$ cat src/rtl/epr_pkg.sv
package epr_pkg;

    typedef enum logic [1:0] {
        ROUTE_REQ  = 2'd0,
        ROUTE_CPL  = 2'd1,
        ROUTE_DROP = 2'd2,
        ROUTE_RESP = 2'd3
    } route_e;

    typedef enum logic [2:0] {
        K_MRD, K_MWR, K_IORD, K_IOWR, K_CFG0, K_CFG1, K_CPL, K_OTHER
    } kind_e;

    localparam logic [2:0] ST_SC  = 3'b000;
    localparam logic [2:0] ST_UR  = 3'b001;
    localparam logic [2:0] ST_CRS = 3'b010;

    typedef struct packed {
        logic [7:0] bus;
        logic [4:0] dev;
        logic [2:0] fn;
    } pid_t;

    function automatic kind_e classify(input logic [7:0] ft);
        case (ft)
            8'h00, 8'h20, 8'h01, 8'h21: classify = K_MRD;
            8'h40, 8'h60:               classify = K_MWR;
            8'h02:                      classify = K_IORD;
            8'h42:                      classify = K_IOWR;
            8'h04, 8'h44:               classify = K_CFG0;
            8'h05, 8'h45:               classify = K_CFG1;
            8'h0A, 8'h4A, 8'h0B, 8'h4B: classify = K_CPL;
            default:                    classify = K_OTHER;
        endcase
    endfunction

    function automatic logic [6:0] bit_len64(input logic [63:0] v);
        logic [6:0] n;
        n = '0;
        for (int k = 0; k < 64; k++)
            if (v[k]) n = 7'(k + 1);
        return n;
    endfunction

endpackage

$ cat src/rtl/epr_bar_match.sv
module epr_bar_match
    import epr_pkg::*;
#(
    parameter int NUM_BARS = 6,
    localparam int IDX_W   = $clog2(NUM_BARS)
) (
    input  logic [63:0]            addr,
    input  logic                   want_io,
    input  logic [32*NUM_BARS-1:0] bar_base,
    input  logic [32*NUM_BARS-1:0] bar_mask,
    output logic                   hit,
    output logic [IDX_W-1:0]       idx,
    output logic [6:0]             aperture
);

    logic        prev_wide;
    logic        skip, is_io, wide, kind_ok, match;
    logic [31:0] lo_b, lo_m, hi_b, hi_m;
    logic [63:0] m64, b64;

    always_comb begin
        hit       = 1'b0;
        idx       = '0;
        aperture  = '0;
        prev_wide = 1'b0;
        skip = 1'b0; is_io = 1'b0; wide = 1'b0; kind_ok = 1'b0; match = 1'b0;
        lo_b = '0; lo_m = '0; hi_b = '0; hi_m = '0; m64 = '0; b64 = '0;
        for (int i = 0; i < NUM_BARS; i++) begin
            lo_b  = bar_base[i*32 +: 32];
            lo_m  = bar_mask[i*32 +: 32];
            hi_b  = bar_base[((i + 1 < NUM_BARS) ? i + 1 : i)*32 +: 32];
            hi_m  = bar_mask[((i + 1 < NUM_BARS) ? i + 1 : i)*32 +: 32];
            skip  = prev_wide;
            is_io = lo_b[0];
            wide  = !is_io && (lo_b[2:1] == 2'b10) && (i + 1 < NUM_BARS);
            prev_wide = wide && !skip;
            if (wide) begin
                m64 = {hi_m, lo_m};
                b64 = {hi_b, lo_b & 32'hFFFF_FFF0};
            end else begin
                m64 = {32'hFFFF_FFFF, lo_m};
                b64 = {32'h0, is_io ? (lo_b & 32'hFFFF_FFFC) : (lo_b & 32'hFFFF_FFF0)};
            end
            kind_ok = (is_io == want_io) && (lo_m != 32'h0);
            match   = !skip && kind_ok && ((addr & m64) == (b64 & m64));
            if (match && !hit) begin
                hit      = 1'b1;
                idx      = IDX_W'(i);
                aperture = bit_len64(~m64);
            end
        end
    end

endmodule

$ cat src/rtl/epr_bus_track.sv
module epr_bus_track (
    input  logic       clk,
    input  logic       rst,
    input  logic       cap_en,
    input  logic [7:0] cap_bus,
    output logic [7:0] bus_q
);

    always_ff @(posedge clk) begin
        if (rst)         bus_q <= 8'h00;
        else if (cap_en) bus_q <= cap_bus;
    end

endmodule

$ cat src/rtl/ep_rx_router.sv
module ep_rx_router
    import epr_pkg::*;
#(
    parameter int NUM_BARS = 6,
    parameter int NUM_FUNC = 2,
    localparam int IDX_W   = $clog2(NUM_BARS)
) (
    input  logic                   clk,
    input  logic                   rst,
    input  logic                   i_hdr_valid,
    input  logic [7:0]             i_fmt_type,
    input  logic [15:0]            i_rid,
    input  logic [63:0]            i_addr,
    input  logic [2:0]             i_cpl_status,
    input  logic                   i_cfg_en,
    input  logic [4:0]             i_dev_num,
    input  logic [32*NUM_BARS-1:0] i_bar_base,
    input  logic [32*NUM_BARS-1:0] i_bar_mask,
    output logic                   o_valid,
    output logic [1:0]             o_route,
    output logic [2:0]             o_status,
    output logic [IDX_W-1:0]       o_bar_idx,
    output logic [6:0]             o_aperture,
    output logic                   o_bad_status,
    output logic [7:0]             o_bus_num
);

    kind_e            kind;
    pid_t             rid;
    logic             dev_ok, fn_ok, want_io, bar_hit, cap_en;
    logic [IDX_W-1:0] bar_idx;
    logic [6:0]       bar_ap;
    route_e           route_d;
    logic [2:0]       status_d;
    logic             bad_d, use_bar;

    assign kind    = classify(i_fmt_type);
    assign rid     = pid_t'(i_rid);
    assign dev_ok  = (rid.dev == i_dev_num);
    assign fn_ok   = (int'(rid.fn) < NUM_FUNC);
    assign want_io = (kind == K_IORD) || (kind == K_IOWR);
    assign cap_en  = i_hdr_valid && (kind == K_CFG0) && i_cfg_en && dev_ok;

    epr_bar_match #(.NUM_BARS(NUM_BARS)) u_bar (
        .addr     (i_addr),
        .want_io  (want_io),
        .bar_base (i_bar_base),
        .bar_mask (i_bar_mask),
        .hit      (bar_hit),
        .idx      (bar_idx),
        .aperture (bar_ap)
    );

    epr_bus_track u_bus (
        .clk     (clk),
        .rst     (rst),
        .cap_en  (cap_en),
        .cap_bus (rid.bus),
        .bus_q   (o_bus_num)
    );

    always_comb begin
        route_d  = ROUTE_DROP;
        status_d = ST_SC;
        bad_d    = 1'b0;
        use_bar  = 1'b0;
        case (kind)
            K_CFG0: begin
                if (!i_cfg_en) begin
                    route_d = ROUTE_RESP; status_d = ST_CRS;
                end else if (dev_ok && fn_ok) begin
                    route_d = ROUTE_REQ;
                end else begin
                    route_d = ROUTE_RESP; status_d = ST_UR;
                end
            end
            K_CPL: begin
                if ((rid.bus == o_bus_num) && dev_ok && fn_ok) begin
                    route_d = ROUTE_CPL;
                    bad_d   = (i_cpl_status != ST_SC);
                end
            end
            K_MRD, K_IORD, K_IOWR: begin
                if (bar_hit) begin
                    route_d = ROUTE_REQ; use_bar = 1'b1;
                end else begin
                    route_d = ROUTE_RESP; status_d = ST_UR;
                end
            end
            K_MWR: begin
                if (bar_hit) begin
                    route_d = ROUTE_REQ; use_bar = 1'b1;
                end
            end
            default: route_d = ROUTE_DROP;
        endcase
    end

    always_ff @(posedge clk) begin
        if (rst) begin
            o_valid      <= 1'b0;
            o_route      <= ROUTE_DROP;
            o_status     <= ST_SC;
            o_bar_idx    <= '0;
            o_aperture   <= '0;
            o_bad_status <= 1'b0;
        end else begin
            o_valid <= i_hdr_valid;
            if (i_hdr_valid) begin
                o_route      <= route_d;
                o_status     <= status_d;
                o_bar_idx    <= use_bar ? bar_idx : '0;
                o_aperture   <= use_bar ? bar_ap : '0;
                o_bad_status <= bad_d;
            end
        end
    end

endmodule

$ cat config.mk
export PLATFORM = sky130hd
export DESIGN_NAME = ep_rx_router
export DESIGN_NICKNAME = d
export VERILOG_FILES = /design/src/rtl/epr_pkg.sv /design/src/rtl/epr_bar_match.sv /design/src/rtl/epr_bus_track.sv /design/src/rtl/ep_rx_router.sv
export SDC_FILE = /design/constraint.sdc
export NUM_CORES = 1
export LEC_CHECK = 0
export BUFFER_PORTS_ARGS = -buffer_cell sky130_fd_sc_hd__buf_2
export CORE_AREA = 4 4 207 209
export DETAILED_ROUTE_END_ITERATION = 7
export DIE_AREA = 0 0 211 213
export PLACE_DENSITY = 0.51
export SYNTH_ARGS = -nofsm -noshare
export SYNTH_HDL_FRONTEND = slang
export SYNTH_HIERARCHICAL = 1
export SYNTH_SLANG_ARGS = --single-unit
$ cat constraint.sdc
create_clock -name clk -period 6.2 [get_ports clk]
set_input_delay 1.86 -clock clk [delete_from_list [all_inputs] [get_ports clk]]
set_output_delay 1.86 -clock clk [all_outputs]
set_load 0.005 [all_outputs]
# ---- Word-level counts from Yosys, hierarchy flattened
# Index checks and enable logic that the tools add are counted.
dict set report totals {
  ff_bits 25
  in_bits 484
  word_cells 568
}
dict set report classes {
  order_cmp 1
  n_eq_ne 39
  n_mux 434
  bitwise 18
  reduce_logical 69
}
# op n
set op_table {}
lappend op_table {{$mux 6} 160}
lappend op_table {{$and 64x64->64} 11}
lappend op_table {{$mux 64} 10}
lappend op_table {{$mux 7} 75}
lappend op_table {{$mux 5} 80}
lappend op_table {{$eq 64x64->1} 6}
lappend op_table {{$not 64->64} 6}
lappend op_table {{$reduce_bool 32->1} 6}
lappend op_table {{$mux 4} 46}
lappend op_table {{$mux 3} 23}
lappend op_table {{$and 32x64->64} 1}
lappend op_table {{$eq 8x7->1 const B} 7}
lappend op_table {{$logic_and 1x1->1} 37}
lappend op_table {{$mux 2} 18}
lappend op_table {{$pmux 3 s7} 1}
lappend op_table {{$mux 1} 19}
lappend op_table {{$eq 8x3->1 const B} 2}
lappend op_table {{$eq 8x4->1 const B} 2}
lappend op_table {{$eq 8x6->1 const B} 2}
lappend op_table {{$logic_not 1->1} 15}
lappend op_table {{$reduce_or 4->1} 3}
lappend op_table {{$eq 2x2->1 const B} 5}
lappend op_table {{$eq 8x1->1 const B} 1}
lappend op_table {{$eq 8x2->1 const B} 1}
lappend op_table {{other kinds (15)} 24}

# ---- Longest topological paths before layout
dict set report logic_depth {
  word_depth 75
  mapped_depth 16
  ltp_nobuf 14
}

# ---- Modules after synthesis
# Netlist, hierarchy kept.
# module instances cells_per_inst area_each_um2
set modules_own_cells {}
lappend modules_own_cells {epr_bar_match 1 1913 11101.9}
lappend modules_own_cells {ep_rx_router 1 101 852.1}
lappend modules_own_cells {epr_bus_track 1 26 285.3}

# ---- Least setup slack after synthesis
# OpenSTA, ideal clock, no wires.
dict set report synth_path {
  kind {input port to flip-flop}
  start {input i_fmt_type[4]}
  end {register o_aperture[1]}
  setup_ps 128
  t_arrival_ps 5112
  required_time_ps 6072
  slack_ps 960
  stages 15
  path_buffers 1
  path_cell_list {nor4_1 -> and3_1 -> buf_2 -> xor2_1 -> a221o_1 -> a221oi_2 -> o2111ai_1 -> or4_4 -> o32ai_4 -> nand4b_4 -> a21oi_4 -> o211a_1 -> a2111o_1 -> a22oi_1 -> nor2_1}
}
dict set report synth_between {
  word_cells_on_any_way 76
}
# element line
set synth_rtl {}
lappend synth_rtl {{start: declaration} ep_rx_router.sv:11} ;# input logic [7:0] i_fmt_type,
lappend synth_rtl {{$eq 8x4->1 (tied with other cells)} epr_pkg.sv:25} ;# case (ft)
lappend synth_rtl {{$reduce_or 4->1 / $reduce_or 2->1 (equally long branches)} epr_pkg.sv:25}
lappend synth_rtl {{$pmux 3 s7 *} epr_pkg.sv:25}
lappend synth_rtl {{$eq 3x2->1} ep_rx_router.sv:41} ;# assign want_io = (kind == K_IORD) || (kind == K_IOWR);
lappend synth_rtl {{$logic_or 1x1->1 *} ep_rx_router.sv:41}
lappend synth_rtl {{named net want_io} ep_rx_router.sv:30} ;# logic dev_ok, fn_ok, want_io, bar_hit, cap_en;
lappend synth_rtl {{$eq 1x1->1} epr_bar_match.sv:44} ;# kind_ok = (is_io == want_io) && (lo_m != 32'h0);
lappend synth_rtl {{$logic_and 1x1->1} epr_bar_match.sv:44}
lappend synth_rtl {{[11 not listed]} --}
lappend synth_rtl {{$logic_not 1->1} epr_bar_match.sv:46} ;# if (match && !hit) begin
lappend synth_rtl {{$logic_and 1x1->1} epr_bar_match.sv:46}
lappend synth_rtl {{$mux 1} epr_bar_match.sv:46}
lappend synth_rtl {{$logic_not 1->1} epr_bar_match.sv:46}
lappend synth_rtl {{$logic_and 1x1->1} epr_bar_match.sv:46}
lappend synth_rtl {{$mux 7 *} epr_bar_match.sv:46}
lappend synth_rtl {{named net bar_ap[1]} ep_rx_router.sv:32} ;# logic [6:0] bar_ap;
lappend synth_rtl {{$mux 7 *} ep_rx_router.sv:113} ;# o_aperture <= use_bar ? bar_ap : '0;
lappend synth_rtl {{end signal: assignment} ep_rx_router.sv:113}
lappend synth_rtl {{end: declaration} ep_rx_router.sv:23} ;# output logic [6:0] o_aperture,
# Mark *: on every way through the listed nets, which the timed path passes. The rest lies on a longest branch.
# A chain may end at the register's enable or synchronous reset.

# ---- Worst setup path after layout
# Ends and elaborated chain as after synthesis.

==> out/qor.txt <==
Cell Area, Synth -> 12200 um^2
Cells after Synth -> 2040
footprint of the multi-input gates -> 10700 um^2
worst setup path endpoint -> o_aperture[1]$_SDFFE_PP0P_
worst path required time -> 6340 ps
row count -> 74
Worst R2R Path Depth -> 5
FF+latch count, synth -> 24
Logic pwr share -> 76.6%
Syn Nets -> 2524
later-pin clock latency in the skew report -> 260 ps
Hold Crit Class -> register to register
biggest area consumer among synthesized cells -> xor2_1
count leader, synth -> nand2_1
first-pass GRT wire length -> 137000 um
worst r2r src -> u_bus/bus_q[5]$_SDFFE_PP0P_
Critical Path Max Stage Delay -> 600 ps
design area -> 15100 um^2
Area after DPL -> 15000 um^2
Routed met1 length -> 37100 um
layout cell share with drive strength beyond 1 -> 23.7%
Flop pwr share -> 10.6%
syn avg cell area -> 6.00 um^2
area share of the largest cell type after synthesis -> 11.1%
Starting Density -> 30.0%
Max transition margin -> 19.1%
final hold violations -> 0
H-tree levels -> 1
async set or reset register ratio after synthesis -> 0%
vias in the first global route -> 18716
I/O pin total -> 509
wire length after detailed routing -> 100000 um
Bufs on Longest Clock Path -> 2
unrepaired setup endpoints after global routing -> no
MaxCap Viol Count -> 0
largest family of logic cells by synthesized area -> compound AO/OA/AOI/OAI gates
RePlAce Congestion -> 1.04
DR DRC count -> 1
clk root buf -> clkbuf_16
IO Port Bufs -> 506
initial drt markers -> 3499
register clock-pin slew on the reported worst setup and hold paths -> 60 ps
Worst-Margin Slew -> 1210 ps
switching portion of total power -> 56.6%
Final Cycle Share -> 94.3%
CP max stage cell -> or4_4
vias -> 19900
Worst Setup SP -> i_fmt_type[4]
worst clock skew -> 1.59 ps
Post-synth EDFFs -> 0
via/cell ratio -> 6.78
Die X -> 211 um
largest net degree at the start of global routing -> 40
gr ovfl total -> 0
initial antenna violation count -> 7
highest metal used -> met4
Worst setup SP type -> input pin
top cells by area, synth -> xor2_1 11%, o21ai_0 10%, nand2_1 9.1%
static leakage -> 6.29 nW
Worst Setup End Kind -> register
ys flop type -> dfxtp_1
pwr/cell area -> 96.8 nW/um^2
Arr. time, crit path -> 5980 ps
met3 wire len -> 14000 um
mux share of post-synthesis cell area -> 0.654%
simple-gate area share of the yosys netlist -> 35.7%
CTS Hold Buffers Added -> 0
Setup CP Type -> input pin to register
CTS sink count -> 24
Post-synth top cells -> 297 x nand2_1, 251 x o21ai_0, 159 x clkbuf_1
fmax -> 171 MHz
Internal -> 634 uW
Synthesis Warnings -> 6
compound-cell area share of the yosys netlist -> 37.8%
status -> complete, but fails checks
Pins Over Slew Limit -> 0
# setup viols final -> 0
CTS buffer count -> 3
Die Height -> 213 um
Post-CTS Setup Inserts -> 0
net switching power -> 828 uW
post-synthesis xor/xnor area fraction -> 13.0%
die footprint -> 44900 um^2
Adder-Cell Fraction of Synth Area -> 0%
core area -> 40800 um^2
wire per inst -> 34.1 um
violated checks -> DRC
Reg area -> 480 um^2
reg2reg end -> o_route[1]$_SDFFE_PP1P_
dpl hpwl -> 77800 um
Max VDD drop -> 0.0877 mV
Layout Nets -> 2885
Pre-Repair DR Iteration Count -> 8
setup TNS -> 0 ps
min Tclk post-route -> 5850 ps
Total GRT Usage -> 41.3%
Reg2Reg Setup Slack -> 4250 ps
Area growth, synth to finish -> 23.4%
antenna viol nets, final -> 0
critical path fanouts, max -> 7
Clock power frac -> 12.7%
TritonCTS clock tree -> done
met2 wire len -> 42100 um
crit-path cells -> buf_2 > nor4_1 > and3_1 > buf_4 > xor2_1 > a221o_1 > a221oi_2 > o2111ai_1 > or4_4 > o32ai_4 > nor3_2 > a32oi_1 > o21ai_0 > a2111o_1 > a22oi_1 > nor2_1
distinct cell type count after synthesis -> 89
post-CTS resize count -> 0
Seq/Total Area, Yosys -> 3.93%
Fill cells -> 4562
## area by class of cell
cell class / count / share of cell area, %
Sequential cell: 24 / 3.18
Timing Repair Buffer: 538 / 18.4
Inverter: 96 / 2.39
Multi-Input combinational cell: 1738 / 70.9
Clock buffer: 3 / 0.497
Tap cell: 532 / 4.41
Antenna cell: 5 / 0.0829
Clock inverter: 1 / 0.199
## logic make-up (layout without fill, tap and decap cells)
group | after synthesis | in the layout
buffers and inverters | 278 | 638
XOR/XNOR | 182 | 182
AND/OR/NAND/NOR | 841 | 841
multiplexers | 8 | 8
AO/OA/AOI/OAI | 706 | 706
other | 1 | 6
flip-flops | 24 | 24
## worst min-delay path by stage
stage	startpoint	end	slack (ps)	cells past startpoint
5_1_grt	o_bad_status$_SDFFE_PP0P_	o_bad_status$_SDFFE_PP0P_	490	1
4_1_cts	o_bad_status$_SDFFE_PP0P_	o_bad_status$_SDFFE_PP0P_	470	1
3_5_place_dp	o_bad_status$_SDFFE_PP0P_	o_bad_status$_SDFFE_PP0P_	460	1
2_1_floorplan	o_bad_status$_SDFFE_PP0P_	o_bad_status$_SDFFE_PP0P_	470	1
3_3_place_gp	o_bad_status$_SDFFE_PP0P_	o_bad_status$_SDFFE_PP0P_	450	1
6_report	o_bad_status$_SDFFE_PP0P_	o_bad_status$_SDFFE_PP0P_	470	1
## layout by cell type, fill, tap and decap left out, types with 8 or more instances in the layout
master	netlist	final
a21boi_0	8	8
a21oi_1	65	65
a221oi_1	29	29
a222oi_1	12	12
a22o_1	19	19
a22oi_1	51	51
a31oi_1	41	41
buf_2	16	506
buf_4	1	32
dfxtp_1	24	24
inv_1	96	96
mux2i_1	8	8
nand2_1	297	297
nand2b_1	18	18
nand3_1	46	46
nand3b_1	37	37
nand4_1	81	81
nor2_1	95	95
nor2b_1	96	96
nor3_1	23	23
nor4_1	84	84
o2111ai_1	27	27
o211ai_1	18	18
o21a_1	8	8
o21ai_0	251	251
o21bai_1	11	11
o22ai_1	76	76
o31ai_1	9	9
or3_1	11	11
xnor2_1	27	27
xor2_1	155	155
## power groups by stage
| stage | logic, mW | clock network [mW] | registers, mW |
|---|---|---|---|
| floorplan | 0.497 | 0 | 0.159 |
| global placement | 1.05 | 0 | 0.159 |
| detailed placement | 1.05 | 0 | 0.159 |
| CTS | 1.06 | 0.192 | 0.156 |
| global route | 1.15 | 0.199 | 0.156 |
| finish | 1.12 | 0.186 | 0.156 |
## registers in the layout (all words and copies together) (netlist names)
register	cells
o_aperture	7
o_bad_status	1
o_bar_idx	3
o_route	2
o_status	2
o_valid	1
u_bus/bus_q	8
## per-layer routing
layer | track usage (%) | up-vias
met1 | 52.7 | 9367
met2 | 62.5 | 1815
met4 | 22.7 | 0
li1 | - | 8304
met5 | 0 | -
met3 | 12.1 | 414
## critical path, delay by kind of cell
family / cells / cell delay (ps)
buffers and inverters: 2 / 360
and+or+nand+nor: 5 / 1560
xor gates and xnor gates: 1 / 100
AOI/OAI and AO/OA: 8 / 2070
## through the flow
step	worst slack, ps	std cells	hold slack (ps)	total power, mW	util, %
after floorplan	960	2040	466	0.656	-
after global placement	304	2928	450	1.21	36.7
after detailed placement	223	2928	459	1.21	36.7
after CTS	497	2932	474	1.40	36.9
after global routing	211	2934	492	1.50	37.0
final	355	2937	473	1.46	37.0
Power figures use the tool's default switching activity.
